==> src/rtl/ddr_pf_pkg.sv <==
package ddr_pf_pkg;
  localparam int BYTE_W = 8;
  localparam int BEATS  = 4;

  typedef enum logic [1:0] {
    WS_IDLE,
    WS_PRE,
    WS_DATA,
    WS_POST
  } wr_state_e;
endpackage

==> src/rtl/ddr_wr_serializer.sv <==
module ddr_wr_serializer
  import ddr_pf_pkg::*;
#(
  parameter int LANES = 2,
  localparam int DQ_W = LANES * BYTE_W,
  localparam int WORD_W = BEATS * DQ_W,
  localparam int MASK_W = BEATS * LANES
) (
  input  logic              clk_i,
  input  logic              rst_ni,
  input  logic              start_i,
  input  logic [WORD_W-1:0] data_i,
  input  logic [MASK_W-1:0] mask_i,
  output logic [DQ_W-1:0]   dq_o,
  output logic [LANES-1:0]  dm_o,
  output logic              dqs_o,
  output logic              dq_oe_o,
  output logic              dqs_oe_o
);
  wr_state_e         state_q;
  logic [1:0]        cnt_q;
  logic [WORD_W-1:0] data_q;
  logic [MASK_W-1:0] mask_q;
  logic              dqs_q;

  always_ff @(posedge clk_i or negedge rst_ni) begin
    if (!rst_ni) begin
      state_q <= WS_IDLE;
      cnt_q   <= '0;
      data_q  <= '0;
      mask_q  <= '0;
    end else begin
      unique case (state_q)
        WS_IDLE: if (start_i) begin
          state_q <= WS_PRE;
          cnt_q   <= '0;
          data_q  <= data_i;
          mask_q  <= mask_i;
        end
        WS_PRE: begin
          cnt_q <= cnt_q + 2'd1;
          if (cnt_q == 2'd1) begin
            state_q <= WS_DATA;
            cnt_q   <= '0;
          end
        end
        WS_DATA: begin
          cnt_q  <= cnt_q + 2'd1;
          data_q <= data_q >> DQ_W;
          mask_q <= mask_q >> LANES;
          if (cnt_q == 2'd3) state_q <= WS_POST;
        end
        WS_POST: state_q <= WS_IDLE;
        default: state_q <= WS_IDLE;
      endcase
    end
  end

  // Falling-edge update puts strobe transitions mid-beat
  always_ff @(negedge clk_i or negedge rst_ni) begin
    if (!rst_ni)                  dqs_q <= 1'b0;
    else if (state_q == WS_DATA)  dqs_q <= ~dqs_q;
    else                          dqs_q <= 1'b0;
  end

  assign dq_o     = data_q[DQ_W-1:0];
  assign dm_o     = mask_q[LANES-1:0];
  assign dqs_o    = dqs_q;
  assign dq_oe_o  = (state_q == WS_DATA);
  assign dqs_oe_o = (state_q != WS_IDLE);
endmodule

==> src/rtl/ddr_rd_lane.sv <==
module ddr_rd_lane
  import ddr_pf_pkg::*;
#(
  localparam int LANE_W = BEATS * BYTE_W
) (
  input  logic              clk_i,
  input  logic              rst_ni,
  input  logic              clr_i,
  input  logic              dqs_i,
  input  logic [BYTE_W-1:0] dq_i,
  output logic [LANE_W-1:0] beats_o,
  output logic              done_o
);
  logic       dqs_q;
  logic [1:0] cnt_q;
  logic       edge_s;

  assign edge_s = dqs_i ^ dqs_q;

  always_ff @(posedge clk_i or negedge rst_ni) begin
    if (!rst_ni) begin
      dqs_q   <= 1'b0;
      cnt_q   <= '0;
      beats_o <= '0;
      done_o  <= 1'b0;
    end else begin
      dqs_q <= dqs_i;
      if (clr_i) done_o <= 1'b0;
      if (edge_s) begin
        beats_o[cnt_q*BYTE_W +: BYTE_W] <= dq_i;
        cnt_q <= cnt_q + 2'd1;
        if (cnt_q == 2'd3) done_o <= 1'b1;
      end
    end
  end
endmodule

==> src/rtl/ddr_prefetch_phy.sv <==
module ddr_prefetch_phy
  import ddr_pf_pkg::*;
#(
  parameter int LANES = 2,
  localparam int DQ_W = LANES * BYTE_W,
  localparam int WORD_W = BEATS * DQ_W,
  localparam int MASK_W = BEATS * LANES
) (
  input  logic              clk_i,
  input  logic              rst_ni,
  input  logic              wr_start_i,
  input  logic [WORD_W-1:0] wr_data_i,
  input  logic [MASK_W-1:0] wr_mask_i,
  output logic [DQ_W-1:0]   dq_o,
  output logic [LANES-1:0]  dm_o,
  output logic [LANES-1:0]  dqs_o,
  output logic              dq_oe_o,
  output logic              dqs_oe_o,
  input  logic [DQ_W-1:0]   dq_i,
  input  logic [LANES-1:0]  dqs_i,
  output logic [WORD_W-1:0] rd_data_o,
  output logic              rd_valid_o
);
  localparam int LANE_W = BEATS * BYTE_W;

  logic                 wr_dqs;
  logic [LANES-1:0]     lane_done;
  logic [LANE_W-1:0]    lane_beats [LANES];
  logic [WORD_W-1:0]    word_s;
  logic                 all_done;
  logic [1:0]           vcnt_q;

  ddr_wr_serializer #(.LANES(LANES)) u_wr (
    .clk_i    (clk_i),
    .rst_ni   (rst_ni),
    .start_i  (wr_start_i),
    .data_i   (wr_data_i),
    .mask_i   (wr_mask_i),
    .dq_o     (dq_o),
    .dm_o     (dm_o),
    .dqs_o    (wr_dqs),
    .dq_oe_o  (dq_oe_o),
    .dqs_oe_o (dqs_oe_o)
  );

  assign all_done = &lane_done;

  for (genvar l = 0; l < LANES; l++) begin : g_lane
    assign dqs_o[l] = wr_dqs;

    ddr_rd_lane u_rd (
      .clk_i   (clk_i),
      .rst_ni  (rst_ni),
      .clr_i   (all_done),
      .dqs_i   (dqs_i[l]),
      .dq_i    (dq_i[l*BYTE_W +: BYTE_W]),
      .beats_o (lane_beats[l]),
      .done_o  (lane_done[l])
    );

    for (genvar b = 0; b < BEATS; b++) begin : g_beat
      assign word_s[b*DQ_W + l*BYTE_W +: BYTE_W] = lane_beats[l][b*BYTE_W +: BYTE_W];
    end
  end

  always_ff @(posedge clk_i or negedge rst_ni) begin
    if (!rst_ni) begin
      vcnt_q    <= '0;
      rd_data_o <= '0;
    end else if (all_done) begin
      vcnt_q    <= 2'd2;
      rd_data_o <= word_s;
    end else if (vcnt_q != 2'd0) begin
      vcnt_q <= vcnt_q - 2'd1;
    end
  end

  assign rd_valid_o = (vcnt_q != 2'd0);
endmodule

==> config.mk <==
export PLATFORM = sky130hd
export DESIGN_NAME = ddr_prefetch_phy
export DESIGN_NICKNAME = d
export VERILOG_FILES = /design/src/rtl/ddr_pf_pkg.sv /design/src/rtl/ddr_wr_serializer.sv /design/src/rtl/ddr_rd_lane.sv /design/src/rtl/ddr_prefetch_phy.sv
export SDC_FILE = /design/constraint.sdc
export NUM_CORES = 1
export LEC_CHECK = 0
export ABC_AREA = 1
export ABC_CLOCK_PERIOD_IN_PS = 2000
export BUFFER_PORTS_ARGS = -buffer_cell sky130_fd_sc_hd__buf_2
export CAP_MARGIN = 5
export CORE_MARGIN = 2
export CORE_UTILIZATION = 56
export DETAILED_ROUTE_END_ITERATION = 6
export PLACE_DENSITY = 0.8
export SETUP_SLACK_MARGIN = 0.2
export SLEW_MARGIN = 20
export SYNTH_ARGS = -nofsm -noshare
export SYNTH_HDL_FRONTEND = slang
export SYNTH_SLANG_ARGS = --single-unit
export TNS_END_PERCENT = 100
==> constraint.sdc <==
create_clock -name clk_i -period 2 [get_ports clk_i]
set_clock_uncertainty 0.15 [all_clocks]
set_input_delay 0.3 -clock clk_i [delete_from_list [all_inputs] [get_ports clk_i]]
set_output_delay 0.3 -clock clk_i [all_outputs]
set_load 0.01 [all_outputs]
==> qor.csv <==
stage,metric,value,unit
global_route,overflow,0,
sta,tightest_slew,670,ps
clock_network,htree_levels,1,
cells_and_area,drive_gt1_frac,0.360,
worst_setup_path,cp-end-kind,output pin,
placement,dp_cells,1500,
detailed_routing,detail_route.wl_per_cell,24.3,um
logic_synthesis,syn_avg_cell_area,8.87,um^2
power,p_clk_frac,0.169,
worst_setup_path,cp_slowest_cell,dfrtn_1,
global_route,grt_max_degree,117,
logic_synthesis,synth_top_family_by_area,simple AND/OR/NAND/NOR gates,
clock_network,clock_path_buffers,3,
worst_setup_path,cp.depth,1,
power,internal_power,0.0148,W
power,leakagePower,7.75,nW
clock_network,cts_root_buffer,clkbuf_16,
power,seq_power_share,0.296,
floorplan,dieArea,19100,um^2
logic_synthesis,synth_area_leaders,"dfrtp_1 53%, nand2_1 17%, nand3_1 5.4%",
clock_network,clock_latency,510,ps
logic_synthesis,synth_seq_cells,215,
worst_setup_path,slowest_delay,450,ps
worst_setup_path,arrival,2120,ps
floorplan,rows,49,
placement,finalWeightedCongestion,0.872,
floorplan,start_util,0.567,
clock_network,cts_tree,done,
clock_network,cts_buffers,23,
sta,worst_hold_slack,12.6,ps
clock_network,path_clk_slew,70,ps
worst_setup_path,path_buf_inv,1,
logic_synthesis,synth_fa_ha_area_frac,0.0260,
sta,setup_ws,-574,ps
sta,setup_viol,75,
floorplan,ios,180,
global_route,antenna_found_initial,9,
cells_and_area,areaGrowthSynthToFinish,48.1,%
worst_setup_path,reg2reg_from,u_wr.state_q[1],
power,total_power,0.0262,W
logic_synthesis,synthXorXnorAreaFrac,0.00173,
logic_synthesis,syn-instance-count,1140,
worst_setup_path,cpLargestDelayFamily,flip-flops,
worst_setup_path,worstSetupEndpoint,dqs_o[1],
logic_synthesis,yosys_warnings,0,
logic_synthesis,synth_top_area_share,0.530,
worst_setup_path,startpoint,u_wr.dqs_o,
placement,numPortBuffers,179,
power,combPwrFrac,0.535,
detailed_routing,firstDrtPassIters,5,
power,power_density,1750,nW/um^2
worst_setup_path,r2r_slack,-260,ps
worst_setup_path,critical_path.max_fanout,3,
detailed_routing,wirelength,41.0,mm
outcome,failed_checks,setup timing,
logic_synthesis,synth_simple_gate_area_share,0.293,
worst_setup_path,r2r_cells,9,
worst_setup_path,critPathRequiredTime,1550,ps
worst_setup_path,crit_chain,buf_2,
logic_synthesis,synth_top_cell_by_area,dfrtp_1,
cells_and_area,fin_nets,1555,
floorplan,die_h,138,um
global_route,track_usage,0.359,
flow_run,drv_cap,0,
cells_and_area,fillers,905,
logic_synthesis,syn_nets,1254,
clock_network,clock_sinks,215,
power,p_sw,0.0114,W
floorplan,coreArea,17800,um^2
power,ir_drop,1480,uV
detailed_routing,ant_nets,0,
detailed_routing,drc_errors,0,
logic_synthesis,syn-cell-area,10100,um^2
floorplan,die_w,138,um
global_route,grt_pass1_wl,54.0,mm
sta,drv_slew,0,
logic_synthesis,muxShareOfSynthArea,0,
logic_synthesis,synth_compound_area_frac,0.0807,
worst_setup_path,startpoint_type,register,
detailed_routing,drtIter0Drc,826,
sta,rsz0062_at_grt,yes,
global_route,grt_pass1_vias,9811,
power,swShare,0.433,
detailed_routing,vias_per_cell,5.92,
hold_path,hold_path_class,in2reg,
logic_synthesis,synth_seq_area_share,0.532,
detailed_routing,vias,10000,
sta,hold_viol,0,
cells_and_area,finalNonFillerCells,1690,
placement,dp_hpwl,15.7,mm
outcome,run_status,finished with violations,
worst_setup_path,r2r_end,u_wr.data_q[25],
logic_synthesis,yosysUniqueCellTypes,29,
worst_setup_path,crit_type,reg2out,
sta,maxSlewHeadroom,0.554,
==> layout by cell type (no fill, tap or decap), types with 3 or more instances in the layout <==
cell / instances
dfrtp_1: 214
inv_1: 37
nand3_2: 50
o21ai_2: 4
o21ai_0: 6
nor2_2: 7
o211ai_2: 41
nand3_1: 37
nand2_2: 33
clkbuf_16: 27
nor2_1: 44
buf_2: 176
buf_6: 13
buf_4: 23
diode_2: 6
buf_12: 24
nand2_8: 4
inv_2: 7
nand2_4: 6
o211ai_1: 13
nand3_4: 33
nand2_1: 420
clkbuf_8: 8
buf_8: 8
ha_1: 18
buf_16: 25
o21ai_1: 25
clkinv_2: 5
or2_1: 37
nor2_4: 3
or2_4: 16
dlygate4sd3_1: 73
ha_4: 3
==> cell type report <==
cell class	instances	area (um^2)	area share
clock inverter	8	93.8	0.00627
timing repair buffer	348	3370	0.225
tap	229	287	0.0191
inverter	47	186	0.0125
clock buffer	31	676	0.0451
antenna	6	15.0	0.00100
sequential	215	5380	0.359
multi-input combinational	806	4960	0.332
==> power by group through the flow <==
stage                     Sequential (W)  Clock (W)  Combinational, W
after floorplan                  0.00723          0           0.00567
after global routing             0.00785    0.00464            0.0147
after global placement           0.00724          0           0.00729
final                            0.00775    0.00442            0.0140
after detailed placement         0.00727          0           0.00753
after CTS                        0.00733    0.00438            0.0109
==> cell usage after synthesis (all sizes together) <==
library cell and n:
a21oi 2, xor2 2, ha 21, o21ai 35
inv 47, or2 53, dfrtn 1, nand3 120
dfrtp 214, o211ai 55, clkbuf 24, nand4 1
buf 49, nor2 54, nand2 462
==> layer usage <==
layer  GRT usage  vias to the layer above  part of all wire
li1            -                     4253                 -
met1       0.418                     4731              0.34
met2       0.588                      705              0.45
met3      0.0876                      309              0.12
met4       0.250                        4             0.095
met5           0                        -           0.00066
==> stage by stage <==
step	cell area (um^2)	setup WS, ps	setup TNS [ps]	utilization
final	15000	-574	-5210	0.839
after global placement	11100	18.6	0	0.623
after CTS	14200	-529	-1060	0.794
after floorplan	10100	-320	-320	-
after global routing	15000	-592	-5990	0.839
after detailed placement	11100	9.87	0	0.623
==> worst min-delay path by stage <==
| stage | startpoint | end | cells past startpoint |
|---|---|---|---|
| 6_report | wr_data_i[17] | u_wr.data_q[17] | 4 |
| 5_1_grt | wr_data_i[17] | u_wr.data_q[17] | 4 |
| 4_1_cts | wr_data_i[28] | u_wr.data_q[28] | 4 |
| 3_5_place_dp | rst_ni | u_wr.mask_q[7] | 1 |
| 3_3_place_gp | rst_ni | u_wr.mask_q[7] | 1 |
| 2_1_floorplan | rst_ni | g_lane[0].u_rd.beats_o[0] | 0 |
==> kinds of logic (layout without fill, tap and decap cells) <==
family | count (synthesis) | after routing
AND/OR/NAND/NOR | 690 | 691
flip-flops | 215 | 215
buffers and inverters | 120 | 434
AO/OA/AOI/OAI | 92 | 92
adder cells (fa/ha/maj) | 21 | 21
XOR/XNOR | 2 | 2
other | 0 | 6
==> worst min-delay path, cell delays in order <==
cell and delay [ps]:
buf_2 80, or2_4 100, o211ai_2 80, nand2_1 60
==> registers in the layout, indices dropped and copies added, names as in the netlist, 4 cells and up <==
signal,flops
g_lane.u_rd.beats_o,64
u_wr.mask_q,8
u_wr.data_q,64
g_lane.u_rd.cnt_q,4
rd_data_o,64
==> timing repair <==
item,4_1_cts,5_1_grt
gates resized for setup,129,123
endpoints found under the setup margin,73,121
hold endpoints to repair,301,0
buffers inserted,27,15
gates cloned,25,5
pin swaps,84,58
hold buffers,73,0
(Power assumes the default switching activity.)
